$ cat config.mk
export PLATFORM = sky130hd
export DESIGN_NAME = uart_parity_top
export DESIGN_NICKNAME = d
export VERILOG_FILES = /design/src/rtl/uart_par_pkg.sv /design/src/rtl/uart_tick_gen.sv /design/src/rtl/uart_par_tx.sv /design/src/rtl/uart_par_rx.sv /design/src/rtl/uart_parity_top.sv
export SDC_FILE = /design/constraint.sdc
export NUM_CORES = 1
export LEC_CHECK = 0
export ABC_AREA = 0
export BUFFER_PORTS_ARGS = -buffer_cell sky130_fd_sc_hd__buf_4
export CELL_PAD_IN_SITES_DETAIL_PLACEMENT = 2
export CELL_PAD_IN_SITES_GLOBAL_PLACEMENT = 2
export CORE_MARGIN = 2
export CORE_UTILIZATION = 39
export DETAILED_ROUTE_END_ITERATION = 8
export GPL_TIMING_DRIVEN = 0
export MAX_ROUTING_LAYER = met4
export PLACE_DENSITY_LB_ADDON = 0.1
export SLEW_MARGIN = 20
export SYNTH_ARGS = -nofsm -noshare
export SYNTH_HDL_FRONTEND = slang
export SYNTH_SLANG_ARGS = --single-unit
$ cat constraint.sdc
create_clock -name clk -period 2.8 [get_ports clk]
set_clock_uncertainty 0.15 [all_clocks]
set_input_delay 0 -clock clk [delete_from_list [all_inputs] [get_ports clk]]
set_output_delay 0 -clock clk [all_outputs]
set_load 0.005 [all_outputs]
$ cat src/rtl/uart_par_pkg.sv
package uart_par_pkg;

  localparam logic [2:0] PM_NONE  = 3'd0;
  localparam logic [2:0] PM_EVEN  = 3'd1;
  localparam logic [2:0] PM_ODD   = 3'd2;
  localparam logic [2:0] PM_SPACE = 3'd3;
  localparam logic [2:0] PM_MARK  = 3'd4;

  typedef enum logic [2:0] {
    FS_IDLE,
    FS_START,
    FS_DATA,
    FS_PAR,
    FS_STOP
  } frame_st_e;

  function automatic logic mode_has_parity(input logic [2:0] m);
    return (m == PM_EVEN) || (m == PM_ODD) || (m == PM_SPACE) || (m == PM_MARK);
  endfunction

  // ones_odd: XOR reduction of the data bits
  function automatic logic mode_parity_bit(input logic [2:0] m, input logic ones_odd);
    logic b;
    case (m)
      PM_EVEN: b = ones_odd;
      PM_ODD:  b = ~ones_odd;
      PM_MARK: b = 1'b1;
      default: b = 1'b0;
    endcase
    return b;
  endfunction

endpackage

$ cat src/rtl/uart_tick_gen.sv
module uart_tick_gen #(
  parameter int DIV = 4
) (
  input  logic clk,
  input  logic rst_n,
  input  logic restart,
  output logic tick
);
  localparam int CW = (DIV > 1) ? $clog2(DIV) : 1;
  localparam logic [CW-1:0] C_LAST = CW'(DIV - 1);

  logic [CW-1:0] cnt_q;

  always_ff @(posedge clk or negedge rst_n) begin
    if (!rst_n)                cnt_q <= '0;
    else if (restart)          cnt_q <= '0;
    else if (cnt_q == C_LAST)  cnt_q <= '0;
    else                       cnt_q <= cnt_q + 1'b1;
  end

  assign tick = (cnt_q == C_LAST);
endmodule

$ cat src/rtl/uart_par_tx.sv
module uart_par_tx
  import uart_par_pkg::*;
#(
  parameter int DATA_W = 8,
  parameter int OVS    = 16,
  parameter int DIV    = 4
) (
  input  logic              clk,
  input  logic              rst_n,
  input  logic [2:0]        par_mode,
  input  logic              tx_valid,
  input  logic [DATA_W-1:0] tx_data,
  output logic              tx_ready,
  output logic              txd
);
  localparam int TCW = $clog2(OVS);
  localparam int IW  = $clog2(DATA_W);
  localparam logic [TCW-1:0] T_LAST = TCW'(OVS - 1);
  localparam logic [IW-1:0]  I_LAST = IW'(DATA_W - 1);

  frame_st_e         st_q;
  logic [TCW-1:0]    tcnt_q;
  logic [IW-1:0]     idx_q;
  logic [DATA_W-1:0] sh_q;
  logic              pbit_q;
  logic              has_p_q;
  logic              tick;
  logic              accept;

  assign tx_ready = (st_q == FS_IDLE);
  assign accept   = tx_valid && tx_ready;

  uart_tick_gen #(.DIV(DIV)) u_tick (
    .clk     (clk),
    .rst_n   (rst_n),
    .restart (accept),
    .tick    (tick)
  );

  always_ff @(posedge clk or negedge rst_n) begin
    if (!rst_n) begin
      st_q    <= FS_IDLE;
      txd     <= 1'b1;
      tcnt_q  <= '0;
      idx_q   <= '0;
      sh_q    <= '0;
      pbit_q  <= 1'b0;
      has_p_q <= 1'b0;
    end else if (accept) begin
      st_q    <= FS_START;
      txd     <= 1'b0;
      tcnt_q  <= '0;
      sh_q    <= tx_data;
      pbit_q  <= mode_parity_bit(par_mode, ^tx_data);
      has_p_q <= mode_has_parity(par_mode);
    end else if (st_q != FS_IDLE && tick) begin
      if (tcnt_q != T_LAST) begin
        tcnt_q <= tcnt_q + 1'b1;
      end else begin
        tcnt_q <= '0;
        case (st_q)
          FS_START: begin
            st_q  <= FS_DATA;
            idx_q <= '0;
            txd   <= sh_q[0];
            sh_q  <= sh_q >> 1;
          end
          FS_DATA: begin
            if (idx_q == I_LAST) begin
              st_q <= has_p_q ? FS_PAR : FS_STOP;
              txd  <= has_p_q ? pbit_q : 1'b1;
            end else begin
              idx_q <= idx_q + 1'b1;
              txd   <= sh_q[0];
              sh_q  <= sh_q >> 1;
            end
          end
          FS_PAR: begin
            st_q <= FS_STOP;
            txd  <= 1'b1;
          end
          default: begin
            st_q <= FS_IDLE;
            txd  <= 1'b1;
          end
        endcase
      end
    end
  end
endmodule

$ cat src/rtl/uart_par_rx.sv
module uart_par_rx
  import uart_par_pkg::*;
#(
  parameter int DATA_W = 8,
  parameter int OVS    = 16,
  parameter int DIV    = 4
) (
  input  logic              clk,
  input  logic              rst_n,
  input  logic [2:0]        par_mode,
  input  logic              rxd,
  output logic              rx_valid,
  output logic [DATA_W-1:0] rx_data,
  output logic              err_evt,
  output logic [2:0]        frame_mode
);
  localparam int TCW = $clog2(OVS);
  localparam int IW  = $clog2(DATA_W);
  localparam logic [TCW-1:0] T_LAST = TCW'(OVS - 1);
  localparam logic [TCW-1:0] T_HALF = TCW'(OVS / 2 - 1);
  localparam logic [IW-1:0]  I_LAST = IW'(DATA_W - 1);

  frame_st_e         st_q;
  logic [TCW-1:0]    tcnt_q;
  logic [IW-1:0]     idx_q;
  logic [DATA_W-1:0] sh_q;
  logic              psamp_q;
  logic [2:0]        mode_q;
  logic              s1_q, s2_q;
  logic              tick;
  logic              bit_mid;

  uart_tick_gen #(.DIV(DIV)) u_tick (
    .clk     (clk),
    .rst_n   (rst_n),
    .restart (1'b0),
    .tick    (tick)
  );

  assign bit_mid    = tick && (tcnt_q == T_LAST);
  assign frame_mode = mode_q;
  assign err_evt    = (st_q == FS_STOP) && bit_mid && mode_has_parity(mode_q) &&
                      (psamp_q != mode_parity_bit(mode_q, ^sh_q));

  always_ff @(posedge clk or negedge rst_n) begin
    if (!rst_n) begin
      s1_q <= 1'b1;
      s2_q <= 1'b1;
    end else begin
      s1_q <= rxd;
      s2_q <= s1_q;
    end
  end

  always_ff @(posedge clk or negedge rst_n) begin
    if (!rst_n) begin
      st_q     <= FS_IDLE;
      tcnt_q   <= '0;
      idx_q    <= '0;
      sh_q     <= '0;
      psamp_q  <= 1'b0;
      mode_q   <= PM_NONE;
      rx_valid <= 1'b0;
      rx_data  <= '0;
    end else begin
      rx_valid <= 1'b0;
      case (st_q)
        FS_IDLE: if (tick && !s2_q) begin
          st_q   <= FS_START;
          tcnt_q <= '0;
          mode_q <= par_mode;
        end
        FS_START: if (tick) begin
          if (tcnt_q == T_HALF) begin
            tcnt_q <= '0;
            idx_q  <= '0;
            st_q   <= s2_q ? FS_IDLE : FS_DATA;
          end else begin
            tcnt_q <= tcnt_q + 1'b1;
          end
        end
        default: if (tick) begin
          if (tcnt_q != T_LAST) begin
            tcnt_q <= tcnt_q + 1'b1;
          end else begin
            tcnt_q <= '0;
            if (st_q == FS_DATA) begin
              sh_q <= {s2_q, sh_q[DATA_W-1:1]};
              if (idx_q == I_LAST) st_q <= mode_has_parity(mode_q) ? FS_PAR : FS_STOP;
              else                 idx_q <= idx_q + 1'b1;
            end else if (st_q == FS_PAR) begin
              psamp_q <= s2_q;
              st_q    <= FS_STOP;
            end else begin
              st_q     <= FS_IDLE;
              rx_valid <= 1'b1;
              rx_data  <= sh_q;
            end
          end
        end
      endcase
    end
  end
endmodule

$ cat src/rtl/uart_parity_top.sv
module uart_parity_top #(
  parameter int OVS = 16,
  parameter int DIV = 4
) (
  input  logic       clk,
  input  logic       rst_n,
  input  logic [2:0] par_mode,
  input  logic       tx_valid,
  input  logic [7:0] tx_data,
  output logic       tx_ready,
  output logic       txd,
  input  logic       rxd,
  output logic       rx_valid,
  output logic [7:0] rx_data,
  input  logic       par_clr,
  output logic       par_err
);
  logic       err_evt;
  logic [2:0] rx_mode;

  uart_par_tx #(.DATA_W(8), .OVS(OVS), .DIV(DIV)) u_tx (
    .clk      (clk),
    .rst_n    (rst_n),
    .par_mode (par_mode),
    .tx_valid (tx_valid),
    .tx_data  (tx_data),
    .tx_ready (tx_ready),
    .txd      (txd)
  );

  uart_par_rx #(.DATA_W(8), .OVS(OVS), .DIV(DIV)) u_rx (
    .clk        (clk),
    .rst_n      (rst_n),
    .par_mode   (par_mode),
    .rxd        (rxd),
    .rx_valid   (rx_valid),
    .rx_data    (rx_data),
    .err_evt    (err_evt),
    .frame_mode (rx_mode)
  );

  // a fresh error outranks a clear in the same cycle
  always_ff @(posedge clk or negedge rst_n) begin
    if (!rst_n)       par_err <= 1'b0;
    else if (err_evt) par_err <= 1'b1;
    else if (par_clr) par_err <= 1'b0;
  end
endmodule

==> flow_metrics.py, run 1 <==
metrics = {
    "cells_and_area": {
        "drive_above_1_share": 0.237,
        "final_cell_area_um2": 3540,
        "fin_nets": 331,
        "fin_cells": 411,
        "n_fill_cell": 756,
        "antennaDiodeCount": 0,
        "final_util": 0.493,
        "layout_common_cells": "dfrtp_1, buf_4, nand2_1",
        "layout_commonest_cell": "dfrtp_1",
        "areaGrowthSynthToFinish_pct": 23.9,
    },
    "floorplanning": {
        "start_util": 0.398,
        "die_y_um": 89.6,
        "dieArea_um2": 8030,
        "fp.dieW_um": 89.6,
        "std_cell_rows": 31,
        "io_pins": 28,
        "fp.coreArea_um2": 7180,
    },
    "drt": {
        "drt-initial-drc-count": 79,
        "ant_nets": 0,
        "wirelength_um": 6840,
        "vias": 2145,
        "vias_per_cell": 5.22,
        "drt_drc_violations_left": 0,
        "routedWlPerCell_um": 16.6,
        "first_pass_iters": 4,
    },
    "grt": {
        "antenna_found_initial": 0,
        "overflow": 0,
        "grt_pass1_wl_um": 11600,
        "grt_usage": 0.201,
        "grt_max_degree": 60,
        "grt_pass1_vias": 2341,
    },
    "power_and_ir_drop": {
        "ir_worst_vdd_mv": 0.396,
        "power.density_nw_per_um2": 802,
        "cellLeakagePower_nw": 1.59,
    },
    "setup_path": {
        "arrival_ps": 2290,
        "endpoint_kind": "flop",
        "critPathRequiredTime_ps": 2880,
        "crit_fanout": 10,
        "startpoint": "u_rx.st_q[1]",
        "r2r_setup_slack_ps": 590,
        "reg2reg_depth": 6,
        "crit_path_end": "u_rx.st_q[1]",
        "cp-start-kind": "flop",
        "path_class": "flop to flop",
        "r2r-start": "u_rx.st_q[1]",
        "r2r-end": "u_rx.st_q[1]",
    },
    "yosys": {
        "syn-cell-area_um2": 2860,
        "synth_area_leaders": "dfrtp_1, mux2_2, xnor2_1",
        "ys_seq_area_frac": 0.518,
        "synthFlopType": "dfrtp_1",
        "synth_async_sr_flop_share": 1.00,
        "ys_types": 42,
        "ys_ff_latch": 59,
        "synth_edf_count": 0,
        "yosys_warnings": 0,
        "syn_inst": 255,
        "yosys.area.top_type_share": 0.490,
        "syn_nets": 279,
        "syn_area_per_cell_um2": 11.2,
        "yosysTopAreaCell": "dfrtp_1",
    },
    "timing": {
        "rsz0062_at_grt": "false",
        "tightestPinTransition_ps": 765,
        "layout_min_cycle_time_ps": 2210,
        "hold_violations": 0,
        "finalSetupTns_ps": 0,
        "relSlewSlack": 0.490,
        "fmax_mhz": 453,
        "slew_viol_final": 0,
        "finalCritPeriodShare": 0.789,
        "finalSetupViolations": 0,
    },
    "clocking": {
        "cts_max_level": 3,
        "cts_buffers": 9,
        "clkTransAtPathRegs_ps": 70,
        "cts_buffer_depth": 2,
        "cts_setup_buffers": 0,
        "ctsResizeCount": 0,
        "clock_sinks": 59,
        "clock_latency_ps": 340,
        "cts_tree": "done",
        "cts-root-buf": "clkbuf_8",
        "hold_buffers": 14,
    },
    "place": {
        "dpl_cell_area_um2": 3180,
        "gp_congestion": 0.732,
        "dp.cells": 381,
        "numPortBuffers": 27,
        "dp.final_hpwl_um": 4570,
    },
    "run_status": {
        "outcome": "finished clean",
    },
    "min_path": {
        "hold_class": "input port to flop",
        "min_from": "tx_valid",
    },
    "job": {
        "max-cap-violations": 0,
    },
}
## layout make-up
type / count / area (µm²) / share of cell area
Timing Repair Buffer: 41 / 343 / 0.0968
Tap cell: 99 / 124 / 0.0350
Multi-Input combinational cell: 183 / 1310 / 0.371
Inverter: 5 / 18.8 / 0.00530
Clock inverter: 7 / 92.6 / 0.0261
Clock buffer: 9 / 124 / 0.0350
Buffer: 8 / 46.3 / 0.0131
Sequential cell: 59 / 1480 / 0.418
## synthesized netlist by cell type (all sizes together) (3+ instances only)
cell type	count
inv	5
nand3	7
a21oi	4
nand2	26
dfstp	3
nand2b	3
dfrtp	56
buf	3
nor2	12
xnor2	13
nor3	9
o31ai	3
o21ai	23
xor2	5
and2	4
mux2i	11
a21o	4
nor3b	6
mux2	21
clkbuf	5
ha	8
nand3b	3
## metal layers
layer,global-route usage,up-vias,wire length (µm),share of wire
li1,-,1004,-,-
met1,0.228,1104,2860,0.42
met2,0.345,26,3700,0.54
met3,0.0302,11,137,0.020
met4,0.102,0,148,0.022
met5,-,-,0,0
## power breakdown
part	switching (W)	total [W]	internal [W]
sequential	0.000180	0.00124	0.00106
clock	0.000366	0.000863	0.000497
combinational	0.000397	0.000740	0.000342
## cell families after synthesis
| kind of cell | Yosys count | share of synthesized area |
|---|---|---|
| XOR/XNOR | 18 | 0.0552 |
| multiplexers | 32 | 0.121 |
| flip-flops | 59 | 0.518 |
| AND/OR/NAND/NOR | 78 | 0.145 |
| adder cells (fa/ha/maj) | 8 | 0.0350 |
| AO/OA/AOI/OAI | 47 | 0.102 |
| buffers and inverters | 13 | 0.0228 |
## worst max-delay path, stage by stage, from the launching register on
cell and delay, ps:
dfrtp_1 370, clkbuf_1 220, nor3_1 400, nand2_1 150, nand2_1 230, or3_1 220
mux2_2 360
## how the worst min path moves through the flow
stage | to | slack [ps] | cells after the start
after CTS | u_tx.sh_q[7] | 20 | 4
after detailed placement | u_rx.s1_q | -40 | 1
after floorplan | par_err | -450 | 0
after global routing | u_tx.sh_q[7] | 70 | 4
after global placement | u_rx.s1_q | -40 | 1
final | u_tx.sh_q[7] | 40 | 4
## flip-flops by register name (all words and copies together) (netlist names), 2 cells and up
name and count:
u_rx.rx_data 8, u_rx.sh_q 8, u_rx.idx_q 3, u_rx.frame_mode 3
u_tx.st_q 3, u_rx.st_q 3, u_tx.u_tick.cnt_q 2, u_rx.tcnt_q 4
u_rx.u_tick.cnt_q 2, u_tx.sh_q 8, u_tx.idx_q 3, u_tx.tcnt_q 4
## stage by stage
| step | hold slack (ps) | worst slack [ps] | power [W] |
|---|---|---|---|
| floorplan | -446 | 802 | 0.00173 |
| global placement | -40.5 | 647 | 0.00193 |
| detailed placement | -39.9 | 595 | 0.00198 |
| CTS | 22.0 | 545 | 0.00290 |
| global route | 73.5 | 343 | 0.00305 |
| finish | 36.2 | 590 | 0.00284 |
No activity file was read; power rests on OpenSTA's default activity.
==> run 2: changes to the inputs <==
--- a/config.mk
+++ b/config.mk
@@ -10,7 +10,7 @@
 export CELL_PAD_IN_SITES_DETAIL_PLACEMENT = 2
 export CELL_PAD_IN_SITES_GLOBAL_PLACEMENT = 2
 export CORE_MARGIN = 2
-export CORE_UTILIZATION = 39
+export CORE_UTILIZATION = 35
 export DETAILED_ROUTE_END_ITERATION = 8
 export GPL_TIMING_DRIVEN = 0
 export MAX_ROUTING_LAYER = met4
==> constraint.sdc (replaced) <==
create_clock -name clk -period 1.9 [get_ports clk]
set_clock_uncertainty 0.15 [all_clocks]
set_input_delay 0 -clock clk [delete_from_list [all_inputs] [get_ports clk]]
set_output_delay 0 -clock clk [all_outputs]
set_load 0.005 [all_outputs]
==> run 2 against run 1 <==
  * The flow now finishes with violations (setup timing)
  * Non-clock buffer count increased by 20
  * Sequential power increased by 52%
  * Clock-buffer cell count up 3
  * Worst setup slack worse by 710 ps
  * Final cell count rose by 5.8%
  * Total power is 66% higher
  * Flip-flop and latch count did not move
  * Clock power is 55% higher
  * Die area rose by 11%
  * Design area increased by 13%
  * Wire length is 19% higher
  * Register-to-register slack worse by 710 ps
  * Largest cell class is now multi-input combinational cells
  * Largest power group unchanged
  * Highest routed layer unchanged
==> flow_metrics.py, run 2 (synthesis results as in run 1) <==
metrics = {
    "run_status": {
        "violations": "setup timing",
        "outcome": "finished, violations left",
    },
    "drt": {
        "vias": 2225,
        "drt_drc_violations_left": 0,
        "ant_nets": 0,
        "first_pass_iters": 4,
        "drt-initial-drc-count": 74,
        "wirelength_um": 8120,
        "routedWlPerCell_um": 18.7,
        "vias_per_cell": 5.11,
    },
    "grt": {
        "met1_usage": 0.220,
        "overflow": 0,
        "grt_pass1_vias": 2375,
        "grt_usage": 0.186,
        "grt_pass1_wl_um": 12100,
        "met3_usage": 0.0431,
        "grt_busiest_layer": "met2",
        "antenna_found_initial": 0,
        "grt_use_met2": 0.312,
        "grt_max_degree": 60,
    },
    "clocking": {
        "clock_sinks": 59,
        "cts_tree": "done",
        "clock_latency_ps": 340,
        "cts-root-buf": "clkbuf_8",
        "clkTransAtPathRegs_ps": 60,
        "cts_buffers": 9,
        "cts_max_level": 3,
        "cts_buffer_depth": 2,
    },
    "setup_path": {
        "cpPeakStageDelay_ps": 400,
        "path_class": "flop to flop",
        "crit_fanout": 6,
        "arrival_ps": 2130,
        "critPathBufInv": 3,
        "reg2reg_depth": 9,
        "cp_slowest_cell": "dfrtp_1",
        "critPathRequiredTime_ps": 2020,
        "cp-start-kind": "flop",
        "cp_cell_sequence": "ha_1 > o31a_1 > and2_4 > and3_4 > and2_4 > buf_8 > buf_4 > buf_4 > o21ai_2",
        "worstSetupPathDepth": 9,
        "endpoint_kind": "flop",
        "cpLargestDelayFamily": "simple AND/OR/NAND/NOR gates",
    },
    "cells_and_area": {
        "fin_nets": 352,
        "n_fill_cell": 785,
        "fin_cells": 435,
        "top_regs": "u_rx.rx_data: 8 flops, u_rx.sh_q: 8 flops, u_tx.sh_q: 8 flops",
        "areaGrowthSynthToFinish_pct": 40.0,
        "layout_commonest_cell": "dfrtp_1",
        "antennaDiodeCount": 0,
        "drive_above_1_share": 0.417,
        "final_util": 0.513,
        "layout_common_cells": "dfrtp_1, buf_4, nand2_1",
    },
    "floorplanning": {
        "io_pins": 28,
        "start_util": 0.366,
        "fp.dieW_um": 94.4,
        "std_cell_rows": 32,
        "fp.coreArea_um2": 7810,
        "dieArea_um2": 8900,
        "die_y_um": 94.4,
    },
    "power_and_ir_drop": {
        "power.density_nw_per_um2": 1180,
        "ir_worst_vdd_mv": 0.639,
        "cellLeakagePower_nw": 1.77,
        "power.total_w": 0.00473,
    },
    "place": {
        "numPortBuffers": 27,
        "dp.final_hpwl_um": 4370,
        "dpl_worst_slack_ps": -285,
        "gp_congestion": 0.717,
        "dp.cells": 384,
    },
    "timing": {
        "layout_min_cycle_time_ps": 2020,
        "tightestPinTransition_ps": 765,
        "hold_violations": 0,
        "relSlewSlack": 0.490,
        "finalSetupViolations": 11,
        "hold_ws_ps": 40.8,
        "rsz0062_at_grt": "true",
        "worst_slack_ps": -118,
        "finalCritPeriodShare": 1.06,
        "fmax_mhz": 496,
        "slew_viol_final": 0,
    },
    "job": {
        "max-cap-violations": 0,
    },
    "min_path": {
        "hold_class": "input port to flop",
        "holdPathStages": 4,
    },
}
-- run 2: cell types whose count changed in the layout (fill, tap and decap cells not counted), sizes merged --
cell	before	now
nand2	26	27
clkinvlp	3	1
clkinv	2	1
clkbuf	14	15
buf	30	52
-- run 2: metrics by stage --
stage	cell area [µm²]	setup TNS (ps)
2_1_floorplan	2860	-283
3_3_place_gp	3190	-4330
3_5_place_dp	3190	-5580
4_1_cts	3720	-316
5_1_grt	4000	-2530
6_report	4000	-736
-- run 2: layer usage --
layer,routed length (µm),vias to the layer above
met4,76,0
met2,4410,30
met5,0,-
li1,-,1058
met1,3470,1129
met3,165,8
-- run 2: layout make-up --
cell class | count | area, µm² | share of cell area
multi-input combinational | 184 | 1550 | 0.388
sequential | 59 | 1490 | 0.371
timing repair buffer | 65 | 556 | 0.139
clock buffer | 12 | 155 | 0.0388
tap | 102 | 128 | 0.0319
clock inverter | 4 | 72.6 | 0.0181
buffer | 4 | 32.5 | 0.00813
inverter | 5 | 18.8 | 0.00469
-- run 2: final timing paths --
check | startpoint | end | slack (ps)
max | u_tx.u_tick.cnt_q[0] | u_tx.idx_q[2] | -120
min | tx_valid | u_tx.has_p_q | 40
max reg2reg | u_tx.u_tick.cnt_q[0] | u_tx.idx_q[2] | -120
min reg2reg | u_rx.s1_q | u_rx.s2_q | 230
max in group asynchronous | rst_n | u_tx.st_q[0] | 920
min in group asynchronous | rst_n | u_rx.tcnt_q[0] | 130
-- run 2: tightest hold or removal path: stages --
cell and delay (ps):
buf_4 80, nand2_1 200, nand2_1 130, o21ai_0 60
-- run 2: timing repair --
item | CTS | global route
gates resized for setup | 23 | 33
pin swaps | 6 | 14
setup buffers | 9 | 14
hold endpoints to repair | 71 | 0
gates cloned | 1 | 1
setup endpoints to repair | 36 | 39
hold buffers | 14 | 0
-- run 2: report_power, final --
| group | switching, W | internal [W] | total [W] |
|---|---|---|---|
| Combinational | 0.000723 | 0.000772 | 0.00150 |
| Clock | 0.000533 | 0.000809 | 0.00134 |
| Sequential | 0.000327 | 0.00156 | 0.00189 |
| Total | 0.00158 | 0.00314 | 0.00473 |
==> run 3: changes to the inputs <==
--- a/config.mk
+++ b/config.mk
@@ -10,7 +10,8 @@
 export CELL_PAD_IN_SITES_DETAIL_PLACEMENT = 2
 export CELL_PAD_IN_SITES_GLOBAL_PLACEMENT = 2
 export CORE_MARGIN = 2
-export CORE_UTILIZATION = 35
+export CORE_UTILIZATION = 36
+export CTS_CLUSTER_SIZE = 24
 export DETAILED_ROUTE_END_ITERATION = 8
 export GPL_TIMING_DRIVEN = 0
 export MAX_ROUTING_LAYER = met4
@@ -18,4 +19,5 @@
 export SLEW_MARGIN = 20
 export SYNTH_ARGS = -nofsm -noshare
 export SYNTH_HDL_FRONTEND = slang
+export SYNTH_HIERARCHICAL = 1
 export SYNTH_SLANG_ARGS = --single-unit
==> run 3 against run 2 <==
  * The run still ends with setup timing left
  * Core utilization decreased by 2.3 points
  * First-iteration DRC count decreased by 51%
  * Register-to-register slack improved by 40 ps
  * Synthesized cell count increased by 4.3%
  * Clock-buffer cell count decreased by 2
  * Fmax increased by 2.0%
  * Total power decreased by 3.5%
  * Sequential power decreased by 3%
  * Wire length decreased by 11%
  * Die area increased by 4.1%
  * Critical path type unchanged
  * Largest power group unchanged
==> flow_metrics.py, run 3 <==
metrics = {
    "run_status": {
        "outcome": "finished, violations left",
        "violations": "setup timing",
    },
    "drt": {
        "drt_drc_violations_left": 0,
        "wirelength_um": 7260,
        "ant_nets": 0,
        "vias_per_cell": 5.09,
        "drt-initial-drc-count": 36,
        "routedWlPerCell_um": 16.3,
        "first_pass_iters": 3,
        "vias": 2267,
    },
    "place": {
        "dpl_cell_area_um2": 3410,
        "dpl_worst_slack_ps": -274,
        "dp.final_hpwl_um": 4610,
        "dp.cells": 399,
        "numPortBuffers": 27,
        "gp_congestion": 0.728,
    },
    "cells_and_area": {
        "fin_nets": 360,
        "n_fill_cell": 845,
        "layout_commonest_cell": "dfrtp_1",
        "antennaDiodeCount": 0,
        "drive_above_1_share": 0.374,
        "layout_common_cells": "dfrtp_1, buf_4, nand2_1",
        "final_cell_area_um2": 4020,
        "areaGrowthSynthToFinish_pct": 31.0,
        "fin_cells": 445,
        "top_regs": "u_rx/rx_data: 8 flops, u_rx/sh_q: 8 flops, u_tx/sh_q: 8 flops",
    },
    "yosys": {
        "yosys_warnings": 6,
        "yosys.area_share.xor_xnor": 0.0486,
        "ys_seq_area_frac": 0.483,
        "synth_edf_count": 0,
        "synth_common_cells": "dfrtp_1, nand2_1, mux2_2",
        "synthSimpleGateAreaFrac": 0.150,
        "synth.mux.area_fraction": 0.124,
        "synth.most_common_cell": "dfrtp_1",
        "syn_area_per_cell_um2": 11.5,
        "ys_ff_latch": 59,
        "synthAdderAreaFrac": 0.0367,
        "synth_area_leaders": "dfrtp_1, mux2_2, xnor2_1",
        "ys_types": 56,
        "synthFlopType": "dfrtp_1",
        "synth_async_sr_flop_share": 1.00,
        "yosysTopAreaCell": "dfrtp_1",
        "synth_top_family_by_area": "simple AND/OR/NAND/NOR gates",
        "yosys.area.top_type_share": 0.457,
        "syn_inst": 266,
        "synth_compound_area_frac": 0.124,
        "syn-cell-area_um2": 3070,
    },
    "power_and_ir_drop": {
        "power.total_w": 0.00456,
        "swShare": 0.332,
        "pwr-share-clk": 0.272,
        "ir_worst_vdd_mv": 0.589,
        "power.internal_w": 0.00305,
        "power.density_nw_per_um2": 1130,
        "cellLeakagePower_nw": 1.91,
        "p_comb_frac": 0.325,
        "seqPwrFrac": 0.403,
        "switching_power_w": 0.00152,
    },
    "clocking": {
        "cts-root-buf": "clkbuf_8",
        "cts_buffers": 9,
        "cts_tree": "done",
        "clock_sinks": 59,
        "clock_latency_ps": 340,
        "cts_buffer_depth": 2,
        "cts_max_level": 3,
        "clkTransAtPathRegs_ps": 70,
    },
    "floorplanning": {
        "io_pins": 28,
        "die_y_um": 96.3,
        "std_cell_rows": 33,
        "fp.dieW_um": 96.3,
        "dieArea_um2": 9270,
        "start_util": 0.373,
        "fp.coreArea_um2": 8220,
    },
    "grt": {
        "grt_pass1_vias": 2459,
        "grt_usage": 0.180,
        "grt_max_degree": 60,
        "antenna_found_initial": 0,
        "overflow": 0,
        "grt_pass1_wl_um": 12200,
    },
    "setup_path": {
        "arrival_ps": 2050,
        "r2r_setup_slack_ps": -80,
        "startpoint": "u_tx/idx_q[1]",
        "crit_path_end": "u_tx/idx_q[0]",
        "endpoint_kind": "flop",
        "crit_fanout": 3,
        "reg2reg_depth": 6,
        "path_class": "flop to flop",
        "cp-start-kind": "flop",
        "critPathRequiredTime_ps": 1970,
        "r2r-start": "u_tx/idx_q[1]",
        "r2r-end": "u_tx/idx_q[0]",
    },
    "timing": {
        "fmax_mhz": 505,
        "hold_violations": 0,
        "slew_viol_final": 0,
        "worst_slack_ps": -79.1,
        "finalSetupViolations": 4,
        "rsz0062_at_grt": "true",
        "layout_min_cycle_time_ps": 1980,
        "relSlewSlack": 0.493,
        "tightestPinTransition_ps": 760,
        "finalCritPeriodShare": 1.04,
        "finalSetupTns_ps": -110,
    },
    "job": {
        "max-cap-violations": 0,
    },
    "min_path": {
        "hold_class": "input port to asynchronous set/reset pin",
    },
}
-- run 3: changes by cell type after synthesis, sizes merged, moves of 3 or more --
cell / delta
nor4b: +3
and2: -3
buf: +5
mux2: +3
a22o: +5
xnor2: +3
clkbuf: -5
nor3: -4
nand2: +6
xor2: -4
-- run 3: critical path: stages, from the launching register on --
cell and delay, ps:
dfrtp_1 400, ha_2 210, ha_4 160, or4b_4 520, o21ai_2 90, nand2_2 80
mux2_4 260
-- run 3: logic make-up after synthesis --
group / after synthesis
xor gates and xnor gates: 17
adders and majority gates: 9
DFF: 59
and+or+nand+nor: 81
AOI/OAI and AO/OA: 50
muxes: 34
buffers and inverters: 15
other: 1
-- run 3: area by class of cell --
class | instances | area, µm² | share of cell area
sequential | 59 | 1480 | 0.369
tap | 105 | 131 | 0.0327
timing repair buffer | 58 | 470 | 0.117
inverter | 7 | 38.8 | 0.00965
clock buffer | 10 | 128 | 0.0318
multi-input combinational | 193 | 1630 | 0.406
buffer | 7 | 56.3 | 0.0140
clock inverter | 6 | 80.1 | 0.0199
-- run 3: worst min path at each step --
stage          start              endpoint  depth (start not counted)
6_report       rst_n  u_rx/u_tick/cnt_q[0]                          2
4_1_cts          rxd             u_rx/s1_q                          2
3_3_place_gp     rxd             u_rx/s1_q                          1
2_1_floorplan  rst_n               par_err                          0
3_5_place_dp     rxd             u_rx/s1_q                          1
5_1_grt        rst_n        u_rx/tcnt_q[0]                          2
-- run 3: per-stage QoR --
stage,util,hold slack (ps)
6_report,0.489,134
5_1_grt,0.489,193
4_1_cts,0.475,142
3_5_place_dp,0.415,-37.5
3_3_place_gp,0.415,-41.2
2_1_floorplan,-,-446
-- run 3: power groups by stage --
stage / Sequential (W) / Combinational [W] / Clock, W
final: 0.00184 / 0.00148 / 0.00124
after global routing: 0.00189 / 0.00168 / 0.00135
after CTS: 0.00183 / 0.00148 / 0.00129
after detailed placement: 0.00185 / 0.00127 / 0
after global placement: 0.00183 / 0.00121 / 0
after floorplan: 0.00176 / 0.00101 / 0
-- run 3: timing repair --
action                     CTS  global route
pin swaps                    6            10
hold endpoints to repair    72             0
setup endpoints to repair   33            28
gates resized for setup     14            21
hold buffers                15             0
cloned                       0             1
setup buffers                8             7
-- run 3: metal layers --
metal / vias to the layer above / GRT usage / part of all wire
met1: 1163 / 0.198 / 0.44
met3: 6 / 0.0517 / 0.024
li1: 1077 / - / -
met2: 21 / 0.315 / 0.53
met4: 0 / 0.0528 / 0.0052
met5: - / - / 0
